<file path="src/rtl/rhb_pkg.sv">
package rhb_pkg;

    localparam int SEQ_W  = 16;
    localparam int AREG_W = 5;
    localparam int PREG_W = 7;

    // Payload of one rename record; the sequence number is stored apart
    typedef struct packed {
        logic [AREG_W-1:0] areg;
        logic [PREG_W-1:0] new_preg;
        logic [PREG_W-1:0] prev_preg;
    } rhb_body_t;

    typedef enum logic [1:0] {
        WALK_IDLE   = 2'd0,
        WALK_UNDO   = 2'd1,
        WALK_RETIRE = 2'd2
    } walk_e;

endpackage

</file>
<file path="src/rtl/rhb_store.sv">
module rhb_store
    import rhb_pkg::*;
#(
    parameter int DEPTH = 8,
    parameter int NSEQ  = 4,
    localparam int IDX_W = $clog2(DEPTH)
) (
    input  logic                        clk,
    input  logic                        wr_en,
    input  logic [IDX_W-1:0]            wr_idx,
    input  logic [SEQ_W-1:0]            wr_seq,
    input  rhb_body_t                   wr_body,
    input  logic [NSEQ-1:0][IDX_W-1:0]  seq_idx,
    output logic [NSEQ-1:0][SEQ_W-1:0]  seq_out,
    input  logic [IDX_W-1:0]            body_idx,
    output rhb_body_t                   body_out
);

    logic [SEQ_W-1:0] seq_mem  [DEPTH];
    rhb_body_t        body_mem [DEPTH];

    always_ff @(posedge clk) begin
        if (wr_en) begin
            seq_mem[wr_idx]  <= wr_seq;
            body_mem[wr_idx] <= wr_body;
        end
    end

    // Sequence numbers get several read ports for the walk decisions
    for (genvar g = 0; g < NSEQ; g++) begin : g_seq_rd
        assign seq_out[g] = seq_mem[seq_idx[g]];
    end

    assign body_out = body_mem[body_idx];

endmodule

</file>
<file path="src/rtl/rhb_age_cmp.sv">
module rhb_age_cmp #(
    parameter int W = 16
) (
    input  logic [W-1:0] rec_seq,
    input  logic [W-1:0] bound,
    output logic         younger
);

    assign younger = rec_seq > bound;

endmodule

</file>
<file path="src/rtl/rename_hist_buf.sv">
module rename_hist_buf
    import rhb_pkg::*;
#(
    parameter int DEPTH    = 8,
    parameter int NUM_PHYS = 96
) (
    input  logic              clk,
    input  logic              rst_n,
    input  logic              push_valid,
    input  logic [SEQ_W-1:0]  push_seq,
    input  logic [AREG_W-1:0] push_areg,
    input  logic [PREG_W-1:0] push_new_preg,
    input  logic [PREG_W-1:0] push_prev_preg,
    output logic              push_ready,
    input  logic              squash_valid,
    input  logic [SEQ_W-1:0]  squash_seq,
    input  logic              flush,
    input  logic [SEQ_W-1:0]  commit_seq,
    output logic              busy,
    output logic              map_wr_valid,
    output logic [AREG_W-1:0] map_wr_areg,
    output logic [PREG_W-1:0] map_wr_preg,
    output logic              free_valid,
    output logic [PREG_W-1:0] free_preg,
    output logic              sb_set_valid,
    output logic [PREG_W-1:0] sb_set_preg,
    output logic              sb_clr_valid,
    output logic [PREG_W-1:0] sb_clr_preg
);

    localparam int IDX_W = $clog2(DEPTH);
    localparam int CNT_W = IDX_W + 1;
    localparam int NSEQ  = 4;
    localparam logic [PREG_W:0]  SPECIAL_BASE = (PREG_W+1)'(NUM_PHYS);
    localparam logic [CNT_W-1:0] FULL_COUNT   = CNT_W'(DEPTH);

    // Sequence read ports: newest, second newest, oldest, second oldest
    localparam int P_NEW  = 0;
    localparam int P_NEW2 = 1;
    localparam int P_OLD  = 2;
    localparam int P_OLD2 = 3;

    typedef struct packed {
        walk_e             mode;
        logic [SEQ_W-1:0]  bound;
        logic              all;
        logic [IDX_W-1:0]  head;
        logic [CNT_W-1:0]  count;
        logic              map_v;
        logic [AREG_W-1:0] map_a;
        logic [PREG_W-1:0] map_p;
        logic              free_v;
        logic [PREG_W-1:0] free_p;
        logic              sbs_v;
        logic [PREG_W-1:0] sbs_p;
        logic              sbc_v;
        logic [PREG_W-1:0] sbc_p;
    } state_t;

    state_t d, q;

    logic [IDX_W-1:0]            tail_idx;
    logic [NSEQ-1:0][IDX_W-1:0]  seq_idx;
    logic [NSEQ-1:0][SEQ_W-1:0]  seq_rd;
    logic [NSEQ-1:0]             younger;
    logic [IDX_W-1:0]            body_idx;
    rhb_body_t                   body_rd;
    rhb_body_t                   push_body;
    walk_e                       eff_mode;
    logic [SEQ_W-1:0]            eff_bound;
    logic                        eff_all;
    logic                        push_ok;

    assign tail_idx         = q.head + q.count[IDX_W-1:0];
    assign seq_idx[P_NEW]   = tail_idx - IDX_W'(1);
    assign seq_idx[P_NEW2]  = tail_idx - IDX_W'(2);
    assign seq_idx[P_OLD]   = q.head;
    assign seq_idx[P_OLD2]  = q.head + IDX_W'(1);

    // Request arbitration: flush, then squash, then an ongoing undo,
    // then a fresh commit, then an ongoing commit
    always_comb begin
        eff_mode  = WALK_IDLE;
        eff_bound = q.bound;
        eff_all   = q.all;
        if (flush) begin
            eff_mode = WALK_UNDO;
            eff_all  = 1'b1;
        end else if (squash_valid) begin
            eff_mode  = WALK_UNDO;
            eff_bound = squash_seq;
            eff_all   = 1'b0;
        end else if (q.mode == WALK_UNDO) begin
            eff_mode = WALK_UNDO;
        end else if (commit_seq != '0) begin
            eff_mode  = WALK_RETIRE;
            eff_bound = commit_seq;
            eff_all   = 1'b0;
        end else if (q.mode == WALK_RETIRE) begin
            eff_mode = WALK_RETIRE;
        end
    end

    for (genvar g = 0; g < NSEQ; g++) begin : g_cmp
        rhb_age_cmp #(.W(SEQ_W)) u_cmp (
            .rec_seq (seq_rd[g]),
            .bound   (eff_bound),
            .younger (younger[g])
        );
    end

    assign body_idx   = (eff_mode == WALK_RETIRE) ? q.head : seq_idx[P_NEW];
    assign push_ready = (q.mode == WALK_IDLE) && (q.count != FULL_COUNT)
                        && !squash_valid && !flush;
    assign push_ok    = push_valid && push_ready;
    assign push_body  = '{areg: push_areg, new_preg: push_new_preg,
                          prev_preg: push_prev_preg};

    rhb_store #(.DEPTH(DEPTH), .NSEQ(NSEQ)) u_store (
        .clk      (clk),
        .wr_en    (push_ok),
        .wr_idx   (tail_idx),
        .wr_seq   (push_seq),
        .wr_body  (push_body),
        .seq_idx  (seq_idx),
        .seq_out  (seq_rd),
        .body_idx (body_idx),
        .body_out (body_rd)
    );

    always_comb begin
        d        = q;
        d.mode   = WALK_IDLE;
        d.bound  = eff_bound;
        d.all    = eff_all;
        d.map_v  = 1'b0;
        d.free_v = 1'b0;
        d.sbs_v  = 1'b0;
        d.sbc_v  = 1'b0;

        case (eff_mode)
            WALK_UNDO: begin
                if (q.count != '0 && (eff_all || younger[P_NEW])) begin
                    d.map_v  = 1'b1;
                    d.map_a  = body_rd.areg;
                    d.map_p  = body_rd.prev_preg;
                    d.free_v = 1'b1;
                    d.free_p = body_rd.new_preg;
                    if ({1'b0, body_rd.new_preg} >= SPECIAL_BASE) begin
                        d.sbs_v = 1'b1;
                        d.sbs_p = body_rd.new_preg;
                    end
                    d.count = q.count - 1'b1;
                    if (q.count > CNT_W'(1) && (eff_all || younger[P_NEW2]))
                        d.mode = WALK_UNDO;
                end
            end
            WALK_RETIRE: begin
                if (q.count != '0 && !younger[P_OLD]) begin
                    d.free_v = 1'b1;
                    d.free_p = body_rd.prev_preg;
                    d.head   = q.head + 1'b1;
                    d.count  = q.count - 1'b1;
                    if (q.count > CNT_W'(1) && !younger[P_OLD2])
                        d.mode = WALK_RETIRE;
                end
            end
            default: ;
        endcase

        if (push_ok) begin
            d.count = d.count + 1'b1;
            d.sbc_v = 1'b1;
            d.sbc_p = push_new_preg;
        end
    end

    always_ff @(posedge clk) begin
        if (!rst_n) q <= '0;
        else        q <= d;
    end

    assign busy         = q.mode != WALK_IDLE;
    assign map_wr_valid = q.map_v;
    assign map_wr_areg  = q.map_a;
    assign map_wr_preg  = q.map_p;
    assign free_valid   = q.free_v;
    assign free_preg    = q.free_p;
    assign sb_set_valid = q.sbs_v;
    assign sb_set_preg  = q.sbs_p;
    assign sb_clr_valid = q.sbc_v;
    assign sb_clr_preg  = q.sbc_p;

endmodule

</file>
<file path="config.mk">
export PLATFORM = sky130hd
export DESIGN_NAME = rename_hist_buf
export DESIGN_NICKNAME = d
export VERILOG_FILES = /design/src/rtl/rhb_pkg.sv /design/src/rtl/rhb_store.sv /design/src/rtl/rhb_age_cmp.sv /design/src/rtl/rename_hist_buf.sv
export SDC_FILE = /design/constraint.sdc
export NUM_CORES = 1
export LEC_CHECK = 0
export ABC_AREA = 1
export BUFFER_PORTS_ARGS = -buffer_cell sky130_fd_sc_hd__buf_4
export CORE_MARGIN = 2
export CORE_UTILIZATION = 25
export DETAILED_ROUTE_END_ITERATION = 10
export GPL_ROUTABILITY_DRIVEN = 0
export MAX_ROUTING_LAYER = met4
export PLACE_DENSITY = 0.49
export SLEW_MARGIN = 20
export SYNTH_ARGS = -nofsm -noshare
export SYNTH_HDL_FRONTEND = slang
export SYNTH_SLANG_ARGS = --single-unit
export TNS_END_PERCENT = 20
</file>
<file path="constraint.sdc">
create_clock -name clk -period 4.5 [get_ports clk]
set_input_delay 0.225 -clock clk [delete_from_list [all_inputs] [get_ports clk]]
set_output_delay 0.225 -clock clk [all_outputs]
set_load 0.02 [all_outputs]
</file>
==> results of run 1 <==
## cell type report
type | count | share of cell area (%)
flip-flops and latches | 346 | 42.9
multi-input cells | 1413 | 34.1
repair buffers | 231 | 9.16
well taps | 959 | 5.28
clock buffers | 53 | 5.21
inverters | 135 | 2.25
clock inverters | 21 | 1.10
diodes | 3 | 0.0331
## registers in the layout, indices dropped and copies added (netlist names), named ones only
signal / cells
map_wr_preg: 7
u_store.body_mem: 152
free_preg: 7
sb_set_valid: 1
sb_clr_valid: 1
q: 26
map_wr_valid: 1
free_valid: 1
map_wr_areg: 5
sb_set_preg: 7
sb_clr_preg: 7
u_store.seq_mem: 128
## power by group
group	leakage, nW	switching, mW	internal, mW
Combinational	4.77	4.20	2.28
Clock	0.704	1.42	2.11
Sequential	3.06	0.131	3.67
Total	8.53	5.75	8.06
## worst max-delay path by stage
stage | cells after the start | start | end | slack [ns]
floorplan | 27 | q[37] | q[38] | 0.007
global placement | 25 | q[37] | q[38] | 0.01
detailed placement | 25 | q[37] | q[38] | -0.08
CTS | 24 | q[37] | q[38] | 0.07
global route | 30 | q[37] | q[40] | 0.01
finish | 25 | q[37] | q[38] | 0.22
## worst max-delay path: stages (launching register included)
cell     delay (ns)
dfxtp_2        0.34
ha_4           0.16
fa_2           0.52
inv_1          0.05
ha_1           0.21
or2_4          0.26
nand2_4        0.10
inv_1          0.08
buf_12         0.16
o21ai_1        0.13
a21oi_1        0.06
o32ai_2        0.31
ha_1           0.32
a21oi_2        0.15
o21a_1         0.12
nand2_1        0.05
nand2_1        0.06
nand2_1        0.05
nand2_2        0.08
nand2_4        0.08
nand3_4        0.14
nand2_2        0.08
nand2_1        0.08
nand2_2        0.06
ha_1           0.29
a22o_1         0.20
## per-layer routing
layer  up-vias  global-route usage (%)  part of all wire (%)
met4         0                    4.60                   2.3
met2       715                    24.7                    44
met1      7756                    23.1                    46
li1       7590                       -                     -
met5         -                       -                     0
met3       102                    2.73                   8.1
## kinds of logic (layout without fill, tap and decap cells)
kind of cell	after synthesis	after routing	synth area share (%)
AO/OA/AOI/OAI	785	785	23.0
buffers and inverters	303	440	7.03
adder cells (fa/ha/maj)	77	77	5.22
flip-flops	346	346	52.3
other	0	3	0
AND/OR/NAND/NOR	547	547	12.2
XOR/XNOR	4	4	0.269
## cell usage after synthesis (4+ instances only)
cell / number / area, um2
dfxtp_1: 66 / 1320
clkbuf_1: 102 / 383
nand3_1: 86 / 430
nor3_1: 8 / 40.0
edfxtp_1: 280 / 8410
a31oi_1: 17 / 106
a21oi_1: 292 / 1460
a221oi_1: 4 / 35.0
o21a_1: 18 / 135
o21ai_1: 8 / 40.0
nand2_2: 8 / 50.1
o22ai_1: 53 / 332
o221ai_1: 15 / 131
nand4_1: 5 / 31.3
ha_1: 76 / 951
a22o_1: 8 / 70.1
or2_2: 12 / 75.1
buf_4: 34 / 255
o32ai_1: 7 / 61.3
o211ai_1: 11 / 82.6
a211oi_1: 6 / 45.0
buf_1: 15 / 56.3
nor2_1: 187 / 702
o21ai_0: 336 / 1680
buf_2: 14 / 70.1
inv_1: 130 / 488
nand2_1: 234 / 878
## repair_timing
item / in CTS / in global routing
pin swaps: 0 / 9
gates resized for setup: 2 / 26
hold endpoints to repair: 288 / 0
buffers inserted: 0 / 4
gates cloned: 0 / 1
endpoints found under the setup margin: 7 / 30
hold buffers: 36 / 0
## per-stage QoR
step                      utilization, %  hold slack (ns)  power, mW
after floorplan                        -            0.324       7.84
after global placement              28.3            0.457       9.93
after detailed placement            28.3            0.460       9.99
after CTS                           30.7           0.0281       13.6
after global routing                31.0           0.0699       14.7
final                               31.0           0.0556       13.8
==> flow_metrics.tcl, run 1 <==
set metrics [dict create \
    status "complete, no violations" \
    power_density_mw_per_mm2 608 \
    crit_path_end_kind "flop" \
    timing.final.crit_share_pct 95.0 \
    fp-row-count 99 \
    grt_use_total_pct 16.6 \
    drt-vias-per-instance 5.11 \
    critPathKind "flop to flop" \
    crit_arrival_ns 4.75 \
    fin_skew_ns 0.0199 \
    synth_warnings 0 \
    grt_first_pass_wirelength_um 95500 \
    cp_max_fo 35 \
    hpwlAfterDp_um 41100 \
    ctsLongestPathBuffers 3 \
    synth-edff-count 280 \
    setup_viol 0 \
    drcViolationCount 0 \
    postSynthCellCount 2062 \
    tritoncts "yes" \
    relSlewSlack_pct 40.6 \
    hold_viol 0 \
    worst_pin_slew_ns 0.890 \
    whs_endpoint "q[40]" \
    final_cell_mix "331 x o21ai_0, 290 x a21oi_1, 280 x edfxtp_1" \
    htreeDepth 2 \
    hp-class "input port to flop" \
    io_pins 111 \
    hp-start "rst_n" \
    critPathLaunchType "flop" \
    avgSynthCellArea_um2 9.02 \
    multi_input_area_mm2 0.00774 \
    async_flop_share_pct 0 \
    start_util_pct 25.4 \
    fin_cells 3161 \
    fin_area_mm2 0.0227 \
    area_delta_synth_final_pct 22.1 \
    reg2reg_to "q[38]" \
    numCtsBuffers 40 \
    clk_latency_ns 0.59 \
    period_needed_ns 4.28 \
    min_path_cells 3 \
    final_nets 2316 \
    dpl_cell_area_mm2 0.0207 \
    final_common_cell "o21ai_0" \
    dr_total_vias 16200 \
    antenna_found_initial 4 \
    fillers 7623 \
    ant_nets 0 \
    numPortBuffers 110 \
    drv_slew 0 \
    worst_slack_ns 0.223 \
    syn-cell-area_mm2 0.0186 \
    core_area_mm2 0.0733 \
    irDropWorstVdd_v 0.000381 \
    numClockSinks 346 \
    dp.cells 3044 \
    worstPathRequired_ns 4.98 \
    dieArea_mm2 0.0766 \
    tns_ns 0 \
    seq_area_frac_synth_pct 52.3 \
    drive_gt1_share_pct 14.9 \
    wl_per_cell_um 20.1 \
    ys.flop_type "edfxtp_1" \
    drtPass1Iterations 5 \
    ys_ff_latch 346 \
    drt-total-wl_um 63600 \
    rrSetupSlack_ns 0.22 \
    r2r_cells 25 \
    first_iter_violations 1699 \
    die_w_um 277 \
    fp.dieH_um 277 \
    rsz0062_at_grt "false" \
    path_clk_slew_ns 0.06 \
    r2r_start "q[37]" \
    synth_cell_types 52 \
    pre_cts_ws_ns -0.0806 \
    p_leak_nw 8.53 \
    cap_viol_max_count 0 \
    grt_pass1_vias 15400 \
    syn_nets 2211 \
    regArea_mm2 0.00973 \
    fmax_mhz 234 \
    ctsRootBufferMaster "clkbuf_16" \
    grt_max_degree 138 \
    overflow 0 \
]
No activity file was read; power rests on OpenSTA's default activity.
==> inputs of run 2 (changes only) <==
--- a/config.mk
+++ b/config.mk
@@ -13,6 +13,7 @@
 export GPL_ROUTABILITY_DRIVEN = 0
 export MAX_ROUTING_LAYER = met4
 export PLACE_DENSITY = 0.49
+export RECOVER_POWER = 50
 export SLEW_MARGIN = 20
 export SYNTH_ARGS = -nofsm -noshare
 export SYNTH_HDL_FRONTEND = slang
==> flow_metrics.tcl, run 2 (synthesis results as in run 1) <==
set metrics [dict create \
    status "complete, no violations" \
    timing.final.crit_share_pct 95.1 \
    p_leak_nw 8.21 \
    hold_viol 0 \
    multi_input_area_mm2 0.00774 \
    cap_viol_max_count 0 \
    critPathKind "flop to flop" \
    fin_skew_ns 0.0189 \
    grt_first_pass_wirelength_um 95500 \
    rrSetupSlack_ns 0.22 \
    overflow 0 \
    wl_per_cell_um 20.1 \
    crit_path_end_kind "flop" \
    final_common_cell "o21ai_0" \
    finalPower_mw 13.7 \
    htreeDepth 2 \
    final_cell_mix "331 x o21ai_0, 290 x a21oi_1, 280 x edfxtp_1" \
    fp-row-count 99 \
    cp_max_fo 35 \
    min_path_cells 3 \
    regMostFlops "u_store.body_mem" \
    relSlewSlack_pct 39.5 \
    largest_register_ffs 152 \
    ant_nets 0 \
    dp.cells 3044 \
    crit_arrival_ns 4.76 \
    start_util_pct 25.4 \
    drt-vias-per-instance 5.10 \
    fin_cells 3161 \
    antenna_found_initial 4 \
    die_w_um 277 \
    io_pins 111 \
    numCtsBuffers 40 \
    r2r_cells 25 \
    rsz0062_at_grt "false" \
    hpwlAfterDp_um 41100 \
    hp-class "input port to flop" \
    drtPass1Iterations 6 \
    hold-worst-slack_ns 0.0600 \
    period_needed_ns 4.28 \
    grt_use_total_pct 16.6 \
    irDropWorstVdd_v 0.000380 \
    worst_pin_slew_ns 0.906 \
    ctsRootBufferMaster "clkbuf_16" \
    numClockSinks 346 \
    grt_pass1_vias 15400 \
    drv_slew 0 \
    clk_latency_ns 0.58 \
    core_area_mm2 0.0733 \
    area_delta_synth_final_pct 20.5 \
    power_density_mw_per_mm2 611 \
    ctsLongestPathBuffers 3 \
    dieArea_mm2 0.0766 \
    drcViolationCount 0 \
    path_clk_slew_ns 0.07 \
    numPortBuffers 110 \
    fillers 7691 \
    critPathLaunchType "flop" \
    grt_max_degree 138 \
    tritoncts "yes" \
    worstPathRequired_ns 4.98 \
    reg_top3 "u_store.body_mem: 152 flops, u_store.seq_mem: 128 flops, q: 26 flops" \
    dr_total_vias 16100 \
    final_nets 2316 \
    fmax_mhz 234 \
    drive_gt1_share_pct 11.1 \
    fp.dieH_um 277 \
    drt-total-wl_um 63400 \
    first_iter_violations 1636 \
    regArea_mm2 0.00973 \
    setup_viol 0 \
]
[run 2: worst max-delay path, cell delays in order (launching register included)]
cell     delay [ns]
dfxtp_2        0.34
ha_4           0.16
fa_2           0.53
inv_1          0.06
ha_1           0.21
or2_4          0.26
nand2_4        0.10
inv_1          0.08
buf_12         0.16
o21ai_1        0.13
a21oi_1        0.07
o32ai_2        0.31
ha_1           0.32
a21oi_2        0.15
o21a_1         0.12
nand2_1        0.05
nand2_1        0.06
nand2_1        0.05
nand2_2        0.08
nand2_4        0.08
nand3_4        0.15
nand2_2        0.08
nand2_1        0.08
nand2_2        0.06
ha_1           0.29
a22o_1         0.20
[run 2: report_power, final]
group          total (mW)  leakage, nW  internal [mW]  switching, mW
combinational        6.36         4.44           2.18           4.18
sequential           3.80         3.06           3.67          0.127
clock                3.53        0.704           2.11           1.42
[run 2: worst paths after layout]
kind	end	from
setup / recovery	q[38]	q[37]
hold / removal	q[40]	rst_n
setup reg to reg	q[38]	q[37]
hold reg to reg	sb_set_preg[1]	sb_set_preg[1]
[run 2: layout make-up]
type | instances | area share (%)
clock inverter | 21 | 1.12
inverter | 135 | 2.28
timing repair buffer | 231 | 7.91
antenna | 3 | 0.0335
clock buffer | 53 | 5.28
tap | 959 | 5.36
multi-input combinational | 1413 | 34.6
sequential | 346 | 43.5
[run 2: metal layers]
metal	global-route usage [%]	share of wire, %	up-vias
li1	-	-	7597
met1	23.1	46	7705
met2	24.7	43	719
met3	2.73	7.8	108
met4	4.60	2.4	0
met5	-	0	-
[run 2: metrics by stage]
stage          setup TNS, ns  setup slack (ns)  cell area, um2  util (%)
6_report                   0             0.219           22400      30.5
5_1_grt                    0            0.0116           22400      30.5
4_1_cts                    0            0.0714           22500      30.7
3_5_place_dp          -0.144           -0.0806           20700      28.3
3_3_place_gp               0            0.0110           20700      28.3
2_1_floorplan              0           0.00688           18600         -
[run 2: repair_timing]
action | 4_1_cts | 5_1_grt
setup buffers | 0 | 4
resized for setup | 2 | 26
setup endpoints to repair | 7 | 30
cloned | 0 | 1
hold buffers | 36 | 0
endpoints found under the hold margin | 288 | 0
pin swaps | 0 | 9
==> inputs of run 3 (changes only) <==
--- a/config.mk
+++ b/config.mk
@@ -5,7 +5,6 @@
 export SDC_FILE = /design/constraint.sdc
 export NUM_CORES = 1
 export LEC_CHECK = 0
-export ABC_AREA = 1
 export BUFFER_PORTS_ARGS = -buffer_cell sky130_fd_sc_hd__buf_4
 export CORE_MARGIN = 2
 export CORE_UTILIZATION = 25
==> flow_metrics.tcl, run 3 <==
set metrics [dict create \
    period_needed_ns 4.86 \
    rsz0062_at_grt "true" \
    fin_skew_ns 0.0168 \
    regMostFlops "u_store.body_mem" \
    yosys-top-cells-count "280 x edfxtp_1, 142 x mux4_2, 95 x nand2_1" \
    netSwitchingPower_mw 5.14 \
    pwr-share-comb_pct 50.0 \
    numPortBuffers 110 \
    avgSynthCellArea_um2 14.8 \
    grt_busiest_layer "met2" \
    swShare_pct 36.3 \
    fp.dieH_um 274 \
    p_clk_share_pct 23.0 \
    grt_util_met2_pct 23.4 \
    fmax_mhz 206 \
    tritoncts "yes" \
    yosys.area.top_type "edfxtp_1" \
    final_nets 1604 \
    grt_first_pass_wirelength_um 80200 \
    dp.cells 2308 \
    antenna_found_initial 8 \
    postSynthCellCount 1228 \
    final_common_cell "edfxtp_1" \
    critPathCapture "q[40]" \
    largest_register_ffs 152 \
    fin_cells 2444 \
    cp_max_fo 4 \
    numClockSinks 346 \
    wl_per_cell_um 22.1 \
    seq_area_frac_synth_pct 53.4 \
    synth_cell_types 69 \
    reg2reg_to "q[40]" \
    synth_warnings 0 \
    crit_arrival_ns 5.33 \
    grt_pass1_vias 12100 \
    intPower_mw 9.02 \
    worstPathRequired_ns 4.97 \
    ctsRootBufferMaster "clkbuf_16" \
    async_flop_share_pct 0 \
    cap_viol_max_count 0 \
    hold_viol 0 \
    crit_path_end_kind "flop" \
    critPathKind "flop to flop" \
    setup_viol 24 \
    dr_total_vias 11800 \
    drcViolationCount 0 \
    final_cell_mix "280 x edfxtp_1, 161 x buf_4, 142 x mux4_2" \
    status "complete, but fails checks" \
    critPathLaunchType "flop" \
    io_pins 111 \
    synth-edff-count 280 \
    hpwlAfterDp_um 37600 \
    ys_ff_latch 346 \
    drive_gt1_share_pct 36.5 \
    power_density_mw_per_mm2 620 \
    grt_max_degree 37 \
    dieArea_mm2 0.0750 \
    drt-vias-per-instance 4.83 \
    area_delta_synth_final_pct 25.5 \
    clk_latency_ns 0.57 \
    start_util_pct 25.3 \
    die_w_um 274 \
    hold-worst-slack_ns 0.0472 \
    synthDominantCellAreaShare_pct 46.2 \
    core_area_mm2 0.0719 \
    grt_use_total_pct 14.7 \
    relSlewSlack_pct 36.4 \
    numCtsBuffers 39 \
    critPathLaunch "q[37]" \
    r2r_start "q[37]" \
    drv_slew 0 \
    hp-class "input port to flop" \
    path_clk_slew_ns 0.06 \
    first_iter_violations 835 \
    reg_top3 "u_store.body_mem: 152 flops, u_store.seq_mem: 128 flops, q: 26 flops" \
    syn-cell-area_mm2 0.0182 \
    fillers 7161 \
    drt-total-wl_um 53900 \
    irDropWorstVdd_v 0.000295 \
    ant_nets 0 \
    globalRouteMet3Util_pct 3.02 \
    fp-row-count 98 \
    syn_nets 1377 \
    p_seq_share_pct 27.0 \
    violations "negative setup slack" \
    synth_most_common_cell "edfxtp_1" \
    htreeDepth 2 \
    r2r_cells 22 \
    worst_slack_ns -0.363 \
    drtPass1Iterations 5 \
    synth.area.top_cells "edfxtp_1 46%, mux4_2 18%, dfxtp_1 7.3%" \
    p_leak_nw 7.71 \
    rrSetupSlack_ns -0.36 \
    timing.final.crit_share_pct 108 \
    worst_pin_slew_ns 0.953 \
    ctsLongestPathBuffers 3 \
    overflow 0 \
    ys.flop_type "edfxtp_1" \
    use_met1_pct 19.0 \
    min_path_cells 3 \
]
==> run 3: worst max-delay path, stage by stage (launching register included) <==
cell	delay, ns
dfxtp_2	0.33
ha_4	0.16
fa_2	0.41
xor2_2	0.20
xnor2_2	0.13
buf_4	0.15
xor2_4	0.22
buf_6	0.15
clkbuf_16	0.13
mux4_2	0.30
nand2_2	0.08
nand2_2	0.07
ha_4	0.27
nand4_1	0.23
nor4_4	0.32
a21boi_4	0.25
nor3_4	0.07
o22a_1	0.23
a21o_1	0.23
o22a_1	0.24
buf_4	0.15
buf_4	0.13
o41ai_2	0.31
==> run 3: metrics by stage <==
| stage | utilization, % | setup slack (ns) | setup TNS (ns) | area, um2 | power [mW] |
|---|---|---|---|---|---|
| CTS | 31.7 | -0.247 | -3.49 | 22800 | 13.9 |
| global placement | 29.1 | -0.303 | -2.24 | 20900 | 10.2 |
| detailed placement | 29.1 | -0.405 | -5.31 | 20900 | 10.3 |
| floorplan | - | -0.0772 | -0.171 | 18400 | 8.31 |
| finish | 31.8 | -0.363 | -3.40 | 22800 | 14.2 |
| global route | 31.8 | -0.545 | -9.39 | 22800 | 15.0 |
==> run 3: power by group through the flow <==
stage,sequential [mW],combinational (mW),clock (mW)
final,3.82,7.08,3.26
after global routing,3.84,7.70,3.45
after CTS,3.82,6.76,3.34
after detailed placement,3.88,6.37,0
after global placement,3.88,6.34,0
after floorplan,3.85,4.46,0
==> run 3: cell type report <==
cell class	instances	area, um2	share of cell area (%)
diodes	8	20.0	0.0876
flip-flops and latches	346	9730	42.6
well taps	950	1190	5.20
inverters	16	65.1	0.285
clock inverters	19	272	1.19
repair buffers	293	2360	10.4
multi-input cells	759	8160	35.7
clock buffers	53	1040	4.55
==> run 3: what timing repair did <==
item | CTS | global route
setup buffers | 8 | 11
pin swaps | 16 | 35
gates cloned | 1 | 2
gates resized for setup | 15 | 54
hold endpoints to repair | 286 | 0
hold buffers | 35 | 0
setup endpoints to repair | 31 | 32
==> run 3: worst min-delay path by stage <==
stage / start / to
after global placement: sb_clr_preg[3] / sb_clr_preg[3]
final: rst_n / free_preg[3]
after global routing: rst_n / free_preg[3]
after floorplan: push_prev_preg[0] / u_store.body_mem[0][0]
after detailed placement: sb_clr_preg[6] / sb_clr_preg[6]
after CTS: rst_n / q[37]
==> run 3: cells by family after synthesis <==
kind of cell	count (synthesis)	share of synthesized area, %
buf+inv	123	3.54
mux	252	24.2
compound gates	175	6.91
simple gates	245	5.93
fa+ha+maj	78	5.39
xor+xnor	9	0.619
flops	346	53.4
==> run 3: per-layer routing <==
layer,vias to the layer above,wire (um),part of all wire (%)
met1,6000,23200,43
met3,83,3350,6.2
met2,372,25800,48
met4,0,1620,3.0
li1,5339,-,-
met5,-,0,0
